### config.mk
export PLATFORM = sky130hd
export DESIGN_NAME = ssp_port
export DESIGN_NICKNAME = d
export VERILOG_FILES = /design/src/rtl/ssp_pkg.sv /design/src/rtl/ssp_clkgen.sv /design/src/rtl/ssp_sync.sv /design/src/rtl/ssp_shifter.sv /design/src/rtl/ssp_port.sv
export SDC_FILE = /design/constraint.sdc
export NUM_CORES = 1
export LEC_CHECK = 0
export BUFFER_PORTS_ARGS = -buffer_cell sky130_fd_sc_hd__buf_4
export CAP_MARGIN = 20
export CORE_MARGIN = 5
export CORE_UTILIZATION = 51
export CTS_CLUSTER_DIAMETER = 30
export CTS_CLUSTER_SIZE = 10
export DETAILED_ROUTE_END_ITERATION = 10
export GPL_TIMING_DRIVEN = 0
export PLACE_DENSITY_LB_ADDON = 0.15
export SYNTH_ARGS = -nofsm -noshare
export SYNTH_HDL_FRONTEND = slang
export SYNTH_SLANG_ARGS = --single-unit
### constraint.sdc
create_clock -name clk -period 2 [get_ports clk]
set_input_delay 0.3 -clock clk [delete_from_list [all_inputs] [get_ports clk]]
set_output_delay 0.3 -clock clk [all_outputs]
set_load 0.05 [all_outputs]
### src/rtl/ssp_pkg.sv
package ssp_pkg;
  typedef logic [1:0] rate_t;

  localparam logic [1:0] ADDR_CTRL = 2'd0;
  localparam logic [1:0] ADDR_STAT = 2'd1;
  localparam logic [1:0] ADDR_DATA = 2'd2;

  // Half period of the master serial clock, in internal clock cycles.
  function automatic int unsigned half_div(rate_t r);
    case (r)
      2'd0:    return 1;
      2'd1:    return 2;
      2'd2:    return 8;
      default: return 16;
    endcase
  endfunction
endpackage

### src/rtl/ssp_clkgen.sv
module ssp_clkgen #(
  parameter int unsigned XFER_BITS = 8,
  parameter int unsigned HALF_W    = 5
) (
  input  logic       clk,
  input  logic       rst,
  input  logic       en,
  input  logic       start,
  input  logic [1:0] rate,
  output logic       sck,
  output logic       rise_p,
  output logic       fall_p,
  output logic       running
);
  localparam int unsigned EDGE_W = $clog2(2 * XFER_BITS);

  logic [HALF_W-1:0] cnt;
  logic [HALF_W-1:0] half_lim;
  logic [EDGE_W-1:0] edges;
  logic [1:0]        rate_q;

  assign half_lim = HALF_W'(ssp_pkg::half_div(rate_q) - 1);

  always_ff @(posedge clk) begin
    if (rst || !en) begin
      running <= 1'b0;
      sck     <= 1'b1;
      cnt     <= '0;
      edges   <= '0;
      rise_p  <= 1'b0;
      fall_p  <= 1'b0;
      rate_q  <= '0;
    end else begin
      rise_p <= 1'b0;
      fall_p <= 1'b0;
      if (start && !running) begin
        running <= 1'b1;
        cnt     <= '0;
        edges   <= '0;
        sck     <= 1'b1;
        rate_q  <= rate;
      end else if (running) begin
        if (cnt == half_lim) begin
          cnt <= '0;
          sck <= ~sck;
          if (sck) fall_p <= 1'b1;
          else     rise_p <= 1'b1;
          edges <= edges + 1'b1;
          if (edges == EDGE_W'(2 * XFER_BITS - 1)) running <= 1'b0;
        end else begin
          cnt <= cnt + 1'b1;
        end
      end
    end
  end

  AST_GEN_ENDS_HIGH: assert property (@(posedge clk) disable iff (rst)
    $fell(running) |-> sck);
endmodule

### src/rtl/ssp_sync.sv
module ssp_sync (
  input  logic clk,
  input  logic rst,
  input  logic sck_in,
  output logic rise,
  output logic fall
);
  logic s1, s2, s3;

  always_ff @(posedge clk) begin
    if (rst) begin
      s1 <= 1'b1;
      s2 <= 1'b1;
      s3 <= 1'b1;
    end else begin
      s1 <= sck_in;
      s2 <= s1;
      s3 <= s2;
    end
  end

  assign rise = s2 & ~s3;
  assign fall = ~s2 & s3;

  AST_SYNC_SINGLE_PULSE: assert property (@(posedge clk) disable iff (rst)
    rise |=> !rise);
endmodule

### src/rtl/ssp_shifter.sv
module ssp_shifter #(
  parameter int unsigned XFER_BITS = 8
) (
  input  logic                 clk,
  input  logic                 rst,
  input  logic                 en,
  input  logic                 load,
  input  logic [XFER_BITS-1:0] ldata,
  input  logic                 go,
  input  logic                 slave,
  input  logic                 rise_ev,
  input  logic                 fall_ev,
  input  logic                 sdi,
  output logic [XFER_BITS-1:0] sr,
  output logic                 sdo,
  output logic                 active,
  output logic                 finish
);
  localparam int unsigned CW = $clog2(XFER_BITS);

  logic [CW-1:0] cnt;

  assign finish = active && rise_ev && (cnt == CW'(XFER_BITS - 1));

  always_ff @(posedge clk) begin
    if (rst) begin
      sr     <= '0;
      sdo    <= 1'b0;
      active <= 1'b0;
      cnt    <= '0;
    end else if (!en) begin
      active <= 1'b0;
      cnt    <= '0;
      if (load) begin
        sr  <= ldata;
        sdo <= ldata[XFER_BITS-1];
      end
    end else if (load) begin
      sr     <= ldata;
      sdo    <= ldata[XFER_BITS-1];
      cnt    <= '0;
      active <= go;
    end else begin
      if (fall_ev && (active || slave)) begin
        active <= 1'b1;
        sdo    <= sr[XFER_BITS-1];
      end
      if (rise_ev && active) begin
        sr <= {sr[XFER_BITS-2:0], sdi};
        if (finish) begin
          active <= 1'b0;
          cnt    <= '0;
        end else begin
          cnt <= cnt + 1'b1;
        end
      end
    end
  end

  AST_IDLE_CNT_ZERO: assert property (@(posedge clk) disable iff (rst)
    !active |-> (cnt == '0));
endmodule

### src/rtl/ssp_port.sv
module ssp_port #(
  parameter int unsigned XFER_BITS = 8,
  parameter int unsigned HALF_W    = 5
) (
  input  logic                 clk,
  input  logic                 rst,
  input  logic                 reg_wr,
  input  logic                 reg_rd,
  input  logic [1:0]           reg_addr,
  input  logic [XFER_BITS-1:0] reg_wdata,
  output logic [XFER_BITS-1:0] reg_rdata,
  input  logic                 sck_in,
  input  logic                 sdi,
  output logic                 sck_out,
  output logic                 sck_oe,
  output logic                 sdo
);
  import ssp_pkg::*;

  logic       en_q, mst_q;
  logic [1:0] rate_q;
  logic       done_q, wcol_q, armed_q;

  logic gen_sck, gen_rise, gen_fall, gen_run;
  logic syn_rise, syn_fall;
  logic rise_ev, fall_ev;
  logic sh_active, sh_finish;
  logic [XFER_BITS-1:0] sh_data;

  logic data_wr, data_acc, load, collide, go, clr;

  assign data_wr  = reg_wr && (reg_addr == ADDR_DATA);
  assign data_acc = (reg_wr || reg_rd) && (reg_addr == ADDR_DATA);
  assign load     = data_wr && !sh_active;
  assign collide  = data_wr && sh_active;
  assign go       = load && en_q && mst_q;
  assign clr      = armed_q && data_acc;

  assign rise_ev = mst_q ? gen_rise : syn_rise;
  assign fall_ev = mst_q ? gen_fall : syn_fall;

  ssp_clkgen #(.XFER_BITS(XFER_BITS), .HALF_W(HALF_W)) u_clkgen (
    .clk(clk), .rst(rst), .en(en_q && mst_q), .start(go), .rate(rate_q),
    .sck(gen_sck), .rise_p(gen_rise), .fall_p(gen_fall), .running(gen_run)
  );

  ssp_sync u_sync (
    .clk(clk), .rst(rst), .sck_in(sck_in), .rise(syn_rise), .fall(syn_fall)
  );

  ssp_shifter #(.XFER_BITS(XFER_BITS)) u_shifter (
    .clk(clk), .rst(rst), .en(en_q), .load(load), .ldata(reg_wdata),
    .go(go), .slave(!mst_q), .rise_ev(rise_ev), .fall_ev(fall_ev), .sdi(sdi),
    .sr(sh_data), .sdo(sdo), .active(sh_active), .finish(sh_finish)
  );

  always_ff @(posedge clk) begin
    if (rst) begin
      en_q   <= 1'b0;
      mst_q  <= 1'b0;
      rate_q <= '0;
    end else if (reg_wr && (reg_addr == ADDR_CTRL)) begin
      en_q   <= reg_wdata[0];
      mst_q  <= reg_wdata[1];
      rate_q <= reg_wdata[3:2];
    end
  end

  always_ff @(posedge clk) begin
    if (rst) begin
      done_q  <= 1'b0;
      wcol_q  <= 1'b0;
      armed_q <= 1'b0;
    end else begin
      if (sh_finish)  done_q <= 1'b1;
      else if (clr)   done_q <= 1'b0;
      if (collide)    wcol_q <= 1'b1;
      else if (clr)   wcol_q <= 1'b0;
      if (clr)
        armed_q <= 1'b0;
      else if (reg_rd && (reg_addr == ADDR_STAT) && done_q)
        armed_q <= 1'b1;
    end
  end

  always_ff @(posedge clk) begin
    if (rst) begin
      reg_rdata <= '0;
    end else if (reg_rd) begin
      case (reg_addr)
        ADDR_CTRL: reg_rdata <= XFER_BITS'({rate_q, mst_q, en_q});
        ADDR_STAT: reg_rdata <= {done_q, wcol_q, {(XFER_BITS-2){1'b0}}};
        ADDR_DATA: reg_rdata <= sh_data;
        default:   reg_rdata <= '0;
      endcase
    end
  end

  assign sck_oe  = en_q && mst_q;
  assign sck_out = sck_oe ? gen_sck : 1'b1;

  AST_SCK_REST_HIGH: assert property (@(posedge clk) disable iff (rst)
    !sh_active |-> sck_out);
  AST_DONE_AFTER_RISE: assert property (@(posedge clk) disable iff (rst)
    $rose(done_q) |-> $past(rise_ev));
  AST_WCOL_ONLY_BUSY: assert property (@(posedge clk) disable iff (rst)
    $rose(wcol_q) |-> $past(sh_active));
  AST_SLAVE_NO_GEN: assert property (@(posedge clk) disable iff (rst)
    !mst_q |-> !gen_run);
endmodule

**Yosys cells after proc, flatten, opt, wreduce, memory -nomap -nowiden**

Cells that the tools add are included.

- Flip-flop bits (word level): 46
- Word-level logic and storage cells: 105

- Add/sub/neg operators: 4
- Equality and inequality tests: 7
- Multiplexer cells: 28
- Bitwise operators: 8
- Reduce and logical (&&, ||, !) cells: 37

Operators with widths:

| cell | number |
|---|---|
| 8-bit two-way mux | 4 |
| 8-bit one-hot mux with 3 select lines | 1 |
| 1-bit two-way mux | 20 |
| 1-bit logical AND | 15 |
| 5-bit one-hot mux with 3 select lines | 1 |
| 2-bit nonzero test | 5 |
| 1-bit inverter | 6 |
| 2-bit AND reduction | 3 |
| 2-bit OR reduction | 3 |
| 5-bit by 1-bit adder with 5-bit output (second input constant) | 1 |
| 5-bit == test | 1 |
| 5-bit two-way mux | 1 |
| 5-bit by 1-bit subtractor with 5-bit output (second input constant) | 1 |
| 4-bit by 1-bit adder with 4-bit output (second input constant) | 1 |
| 2-bit by 1-bit == test with 1-bit output (second input constant) | 2 |
| 2-bit == test (second input constant) | 2 |
| 4-bit == test (second input constant) | 1 |
| 1-bit logical NOT | 4 |
| 2-bit logical NOT | 2 |
| 4-bit OR reduction | 1 |
| 3-bit by 1-bit adder with 3-bit output (second input constant) | 1 |
| 3-bit == test (second input constant) | 1 |
| 1-bit logical OR | 3 |
| 3-bit two-way mux | 1 |
| 2 further kinds | 3 |

**Logic depth before layout (Yosys ltp)**

Gate-level depths: netlist of the first run.

- Depth in word-level cells: 8
- Depth in mapped cells: 8
- Gate-level depth less buffers: 7

**Modules after synthesis**

From an unflattened synthesis of the first run, not the netlist that was laid out.

- Cell total of the unflattened synthesis: 220
- Area total of the unflattened synthesis: 2139.6 um2

Modules (own cells, without submodules):

| module | times used | cells each | area each (um2) | seq. area each (um2) |
|---|---|---|---|---|
| ssp_port | 1 | 74 | 714.4 | 300.3 |
| ssp_clkgen | 1 | 74 | 709.4 | 300.3 |
| ssp_shifter | 1 | 64 | 623.1 | 260.2 |
| ssp_sync | 1 | 8 | 92.6 | 60.1 |

**Worst setup path before layout of the first run**

OpenSTA, ideal clock, no wires.

- Path type: register to register
- Start point: register u_clkgen.rate_q[0]
- End point: register u_clkgen.edges[2]
- Setup time: 0.070 ns
- Data arrival time: 1.850 ns
- Setup slack: 0.080 ns
- Cell stages (with the launch flop): 8
- Cells stage by stage: dfxtp_1 > or2_2 > ha_1 > xor2_1 > o21a_1 > nand4_1 > or4_1 > a21oi_1

- Cells in the longest elaborated chain, start to end: 5
- Elaborated cells between the ends (all ways): 7

Ends and longest elaborated chain:

| what | line | source |
|---|---|---|
| start: declaration | ssp_clkgen.sv:20 | `logic [1:0] rate_q;` |
| start signal: assignment | ssp_clkgen.sv:41 | `rate_q <= rate;` |
| 2-bit == test (tied with other cells) | ssp_pkg.sv:10 | `case (r)` |
| 5-bit one-hot mux with 3 select lines * | ssp_pkg.sv:10 |  |
| 5-bit by 1-bit subtractor with 5-bit output * | ssp_clkgen.sv:22 | `assign half_lim = HALF_W'(ssp_pkg::half_div(rate_q) - 1);` |
| 5-bit == test * | ssp_clkgen.sv:43 | `if (cnt == half_lim) begin` |
| 2-bit AND reduction (no source line) * | - |  |
| end signal: assignment | ssp_clkgen.sv:48 | `edges <= edges + 1'b1;` |
| end: declaration | ssp_clkgen.sv:19 | `logic [EDGE_W-1:0] edges;` |

Mark *: on every way between the ends. The rest lies on a longest branch, timed or not.
A chain may end at the register's enable or synchronous reset.

**Worst setup path after layout of the first run**

- Start point: register u_clkgen.rate_q[1]
- End point: register u_clkgen.edges[2]

Same word-level chain as after synthesis.

==> metrics.cfg, run 1 <==
[place]
gp_congestion = 0.8028
port_buffers = 24
placed_cells = 298
hpwl_um = 3157
placed_area_sq_um = 2364

[timing]
worst_pin_slew_ps = 537.9
relSlewSlack_pct = 64.14
post-route-min-period_ps = 2071
slew_violations = 0
fin_crit_sh_pct = 103.5
fin_tns_setup_ps = -127.4
setup_viol = 3
setup_slack_ps = -70.68
skew_ps = 12.69
fmax_mhz = 482.9
rsz0062_at_grt = yes
report.final.hold_viol_count = 0

[synthesis]
ys_ff_latch = 46
synth.net_count = 245
synth_edf_count = 0
yosysWarnings = 0
avgSynthCellArea_sq_um = 9.468
synth_cell_type_count = 49
seq_area_frac_synth_pct = 43.42
ys.flop_type = dfxtp_1
synth_cells = 224
synth_area_sq_um = 2121
async_reset_ff_share_pct = 0

[layout]
fin_util_pct = 64.01
fillerInstances = 352
stdcell_count = 311
layout_common_cells = dfxtp_1 (44), buf_4 (29), nor2_1 (23), mux2i_1 (17), nand2_1 (11)
nNetsFinal = 281
area_growth_syn_to_layout_pct = 21.59
design_area_sq_um = 2579
antenna_cells = 0
drive_gt1_share_pct = 26.44
layout_commonest_cell = dfxtp_1

[min_path]
min_to = u_sync.s1$_SDFF_PP1_
hp-start = sck_in
hold_path_class = input pin to register
hold_depth = 2

[global_routing]
grt_antenna_before_repair = 0
first_global_vias = 1560
track_usage_pct = 17.72
grt_max_degree = 16
grt_pass1_wl_um = 7514
grt_overflow_total = 0

[clock_tree]
cts.sinks = 46
cts_buffers = 5
clockBufferDepth = 2
root_buffer = clkbuf_8
hold_buffers = 0
cts_tree = yes
insertion_delay_ps = 310
htreeDepth = 2
clkTransAtPathRegs_ps = 90

[routing]
via_count = 1698
finalWirelength_um = 4432
dr.pass1.iters = 4
wl_per_cell_um = 14.25
vias_per_cell = 5.460
drc_errors = 0
initialDrtViolationCount = 85
ant_nets = 0

[pwr]
p_per_area_nw_per_um2 = 679.8
vdd_drop_max_uv = 537.5
power.leakage_nw = 1.005
power_w = 0.001753

[die]
start_util_pct = 52.64
core-area_sq_um = 4029
die_w_um = 74.49
rows = 23
dieHeight_um = 74.49
io_pins = 27
die_area_sq_um = 5548

[status]
status = finished, violations left
violations = negative setup slack

[setup_path]
crit_path_start_kind = register
endpoint_kind = register
ff2ff_path_depth = 7
cp.arrival_ps = 2310
path_max_fanout = 5
required_ps = 2240
path_class = register to register
rrSetupSlack_ps = -70
reg2reg_from = u_clkgen.rate_q[1]$_SDFFE_PP0P_
reg2reg_to = u_clkgen.edges[2]$_SDFFE_PP0P_

[job]
maxCapViolCount = 0

## critical path, stage by stage, from the launching register on
cell	delay (ps)
dfxtp_4	360
or2_4	230
ha_4	260
xor2_1	150
o21a_1	140
nand4_1	190
or4_4	540
a21oi_2	140
## Yosys cell counts, types with 2 or more instances
cell	n	share of area, %
dfxtp_1	46	43
nor2_1	24	4.2
mux2i_1	17	8.0
a21oi_1	12	2.8
nand2_1	11	1.9
o21ai_0	10	2.4
nand2b_1	7	2.1
o22a_1	7	2.9
a22o_1	6	2.5
inv_1	6	1.1
clkbuf_1	5	0.89
ha_1	5	2.9
nand3_1	5	1.2
nor3_1	5	1.2
or2_2	5	1.5
nand4_1	4	1.2
a211oi_1	3	1.1
buf_2	3	0.71
buf_6	3	1.6
or3_1	3	0.89
xor2_1	3	1.2
and2_1	2	0.59
and3_1	2	0.59
nand3b_1	2	0.71
nor2b_1	2	0.59
nor4_1	2	0.59
o22ai_1	2	0.59
## worst max path at each step
stage | startpoint | end | slack, ps | cells after the start
global placement | u_clkgen.rate_q[0]$_SDFFE_PP0P_ | u_clkgen.edges[2]$_SDFFE_PP0P_ | -150 | 8
finish | u_clkgen.rate_q[1]$_SDFFE_PP0P_ | u_clkgen.edges[2]$_SDFFE_PP0P_ | -70 | 7
detailed placement | u_clkgen.rate_q[0]$_SDFFE_PP0P_ | u_clkgen.edges[2]$_SDFFE_PP0P_ | -190 | 8
global route | u_clkgen.rate_q[1]$_SDFFE_PP0P_ | u_clkgen.edges[2]$_SDFFE_PP0P_ | -190 | 7
CTS | u_clkgen.rate_q[1]$_SDFFE_PP0P_ | u_clkgen.edges[2]$_SDFFE_PP0P_ | -10 | 7
floorplan | u_clkgen.rate_q[0]$_SDFFE_PP0P_ | u_clkgen.edges[2]$_SDFFE_PP0P_ | 80 | 7
## kinds of logic after synthesis
group	count (synthesis)	synth area share [%]
buffers and inverters	18	4.424
flip-flops	46	43.42
AO/OA/AOI/OAI	51	17.35
AND/OR/NAND/NOR	83	22.18
adder cells (fa/ha/maj)	5	2.950
XOR/XNOR	4	1.652
multiplexers	17	8.023
## report_power, final
| part | internal, W | switching, W | total, W |
|---|---|---|---|
| combinational | 0.0000561 | 0.0000628 | 0.000119 |
| sequential | 0.000924 | 0.00000883 | 0.000933 |
| clock | 0.000375 | 0.000326 | 0.000701 |
## what timing repair did
| item | CTS | global route |
|---|---|---|
| endpoints found under the setup margin | 10 | 12 |
| resized for setup | 8 | 8 |
| hold endpoints to repair | 0 | 0 |
| setup buffers | 5 | 1 |
| pin swaps | 3 | 4 |
## stage by stage
step / setup slack (ps) / hold slack (ps)
2_1_floorplan: 80.41 / 389.5
3_3_place_gp: -150.6 / 409.3
3_5_place_dp: -195.0 / 403.2
4_1_cts: -12.12 / 157.1
5_1_grt: -192.8 / 161.4
6_report: -70.68 / 168.1
## state kept, by name, indices dropped and copies added, names as in the netlist, 2 cells and up
| register | flops |
|---|---|
| u_shifter.sr | 8 |
| u_clkgen.edges | 4 |
| u_shifter.cnt | 3 |
| rate_q | 2 |
| u_clkgen.rate_q | 2 |
| reg_rdata | 8 |
| u_clkgen.cnt | 5 |
## layer usage
| metal | track usage, % | vias to the layer above | wire length [um] |
|---|---|---|---|
| met4 | 5.929 | 0 | 68 |
| met2 | 27.41 | 26 | 1982 |
| li1 | - | 877 | - |
| met5 | 0 | - | 0 |
| met3 | 4.865 | 6 | 183 |
| met1 | 23.88 | 789 | 2198 |
## layout make-up
type / instances / area [sq um] / area share [%]
Inverter: 6 / 22.52 / 0.8734
Timing Repair Buffer: 29 / 217.7 / 8.443
Buffer: 12 / 75.07 / 2.911
Sequential cell: 46 / 925.9 / 35.90
Multi-Input combinational cell: 160 / 1162 / 45.08
Clock inverter: 3 / 43.79 / 1.698
Tap cell: 50 / 62.56 / 2.426
Clock buffer: 5 / 68.82 / 2.669
No activity file was read; power rests on OpenSTA's default activity.
==> inputs of run 2 (changes only) <==
--- a/config.mk
+++ b/config.mk
@@ -5,10 +5,11 @@
 export SDC_FILE = /design/constraint.sdc
 export NUM_CORES = 1
 export LEC_CHECK = 0
+export ABC_AREA = 1
 export BUFFER_PORTS_ARGS = -buffer_cell sky130_fd_sc_hd__buf_4
 export CAP_MARGIN = 20
 export CORE_MARGIN = 5
-export CORE_UTILIZATION = 51
+export CORE_UTILIZATION = 52
 export CTS_CLUSTER_DIAMETER = 30
 export CTS_CLUSTER_SIZE = 10
 export DETAILED_ROUTE_END_ITERATION = 10
==> metrics.cfg, run 2 <==
[synthesis]
synth_cells = 309
synth-simple-area-share_pct = 30.22
synth_top_family_by_area = simple AND/OR/NAND/NOR gates
synth.net_count = 330
synthMuxAreaShare_pct = 0
netlist.area_leader.share_pct = 41.35
synth-compound-area-share_pct = 12.58
ys_ff_latch = 46
synth_xor_area_share_pct = 1.966
yosysWarnings = 0
synth_area_sq_um = 2227
synthTopCellsByArea = dfxtp_1 (41%), nand2_1 (12%), inv_1 (8.4%), a21oi_1 (6.3%), nor2_1 (4.7%)
synth_fa_ha_area_share_pct = 2.809
yosysTopAreaCell = dfxtp_1
synth_cell_type_count = 30
async_reset_ff_share_pct = 0
seq_area_frac_synth_pct = 41.35
avgSynthCellArea_sq_um = 7.208
synthTopCellsByCount = nand2_1 (74), inv_1 (50), dfxtp_1 (46), a21oi_1 (28), nor2_1 (28)
ys.flop_type = dfxtp_1
synth_edf_count = 0
yosysMostFrequentCell = nand2_1

[timing]
setup_slack_ps = 235.5
rsz0062_at_grt = no
fin_tns_setup_ps = 0
relSlewSlack_pct = 69.64
fin_crit_sh_pct = 88.22
post-route-min-period_ps = 1764
skew_ps = 4.183
report.final.hold_viol_count = 0
worst_pin_slew_ps = 455.4
slew_violations = 0
setup_viol = 0
fmax_mhz = 566.7

[clock_tree]
insertion_delay_ps = 300
root_buffer = clkbuf_8
post-cts-setup-buffers = 0
clkTransAtPathRegs_ps = 80
clockBufferDepth = 2
htreeDepth = 2
cts_tree = yes
hold_buffers = 0
cts.sinks = 46
cts_buffers = 5

[die]
die_w_um = 75.45
dieHeight_um = 75.45
core-area_sq_um = 4086
io_pins = 27
rows = 23
start_util_pct = 54.50
die_area_sq_um = 5692

[place]
gp_congestion = 0.8031
hpwl_um = 3452
placed_cells = 384
dp_worst_setup_slack_ps = 121.5
port_buffers = 25

[routing]
ant_nets = 0
initialDrtViolationCount = 136
via_count = 1936
wl_per_cell_um = 11.73
vias_per_cell = 4.939
dr.pass1.iters = 5
drc_errors = 0
finalWirelength_um = 4600

[pwr]
vdd_drop_max_uv = 390.3
p_per_area_nw_per_um2 = 669.1
power_w = 0.001727
power_frac_comb_pct = 11.1
p_sw_w = 0.0004393
pwr-share-clk_pct = 33.8
p_seq_share_pct = 55.0
swShare_pct = 25.44
power.leakage_nw = 1.231
internal-power_w = 0.001288

[min_path]
hold_path_class = input pin to register

[global_routing]
track_usage_pct = 17.73
grt_max_degree = 14
grt_antenna_before_repair = 0
grt_overflow_total = 0
grt_pass1_wl_um = 7872
first_global_vias = 1783

[layout]
area_growth_syn_to_layout_pct = 15.90
largestRegisters = reg_rdata x8, u_shifter.sr x8, u_clkgen.cnt x5
drive_gt1_share_pct = 15.50
layout_common_cells = nand2_1 (74), inv_1 (50), dfxtp_1 (46), nor2_1 (28), a21oi_1 (28)
layout_commonest_cell = nand2_1
antenna_cells = 0
nNetsFinal = 362
fin_util_pct = 63.17
stdcell_count = 392

[setup_path]
crit_path_start_kind = register
required_ps = 2190
endpoint_kind = register
cp.arrival_ps = 1960
path_class = register to register
path_max_fanout = 7
critPathSlowestCell = dfxtp_1
worstPathCellList = nor2_1 > inv_1 > ha_1 > nand2_1 > nand3_1 > nor2_4 > nand3_4 > nand2_2 > nor2_1
slowest_delay_ps = 350
cpMostUsedCell = nor2_1
cp_top_family = simple AND/OR/NAND/NOR gates
path_buf_inv = 1

[status]
status = completed

[job]
maxCapViolCount = 0

run 2: kinds of logic after synthesis:
logic type	after synthesis
adders and majority gates	5
and+or+nand+nor	142
DFF	46
buffers and inverters	59
xor gates and xnor gates	5
AOI/OAI and AO/OA	52
run 2: layer usage:
metal / global-route usage, % / vias up / part of all wire (%)
met5: 0 / - / 0
met1: 25.12 / 848 / 50
met4: 4.078 / 0 / 0.91
li1: - / 1045 / -
met2: 27.33 / 38 / 44
met3: 4.354 / 5 / 5.2
run 2: power groups by stage:
stage	Clock, W	Sequential (W)	Combinational, W
global route	0.000634	0.000953	0.000214
CTS	0.000603	0.000950	0.000194
global placement	0	0.000971	0.000192
floorplan	0	0.00100	0.0000974
detailed placement	0	0.000972	0.000193
finish	0.000585	0.000950	0.000192
run 2: what timing repair did:
| item | in CTS | in global routing |
|---|---|---|
| resized for setup | 0 | 2 |
| setup endpoints to repair | 0 | 11 |
| endpoints found under the hold margin | 0 | 0 |
run 2: worst register-to-register path: stages, from the launching register on:
cell and delay, ps:
dfxtp_1 350, nor2_1 180, inv_1 60, ha_1 300, nand2_1 70, nand3_1 110, nor2_4 240, nand3_4 140
nand2_2 150, nor2_1 50
run 2: path summary, 6_finish.rpt:
check,from,to,slack [ps],cells past startpoint
setup / recovery,u_clkgen.rate_q[0]$_SDFFE_PP0P_,u_clkgen.cnt[2]$_SDFFE_PP0P_,240,9
hold / removal,sck_in,u_sync.s1$_SDFF_PP1_,190,2
setup reg to reg,u_clkgen.rate_q[0]$_SDFFE_PP0P_,u_clkgen.cnt[2]$_SDFFE_PP0P_,240,9
hold reg to reg,u_sync.s1$_SDFF_PP1_,u_sync.s2$_SDFF_PP1_,430,1
run 2: cell type report:
cell class	instances	area (sq um)
plain buffers	7	46.29
fillers	388	1505
repair buffers	25	187.7
clock buffers	7	86.33
flip-flops and latches	46	920.9
inverters	52	200.2
clock inverters	1	5.005
multi-input cells	204	1072
well taps	50	62.56
run 2: through the flow:
| stage | area, sq um | hold slack, ps |
|---|---|---|
| floorplan | 2227 | 369.1 |
| global placement | 2477 | 404.8 |
| detailed placement | 2477 | 405.8 |
| CTS | 2569 | 180.8 |
| global route | 2581 | 183.2 |
| finish | 2581 | 185.3 |
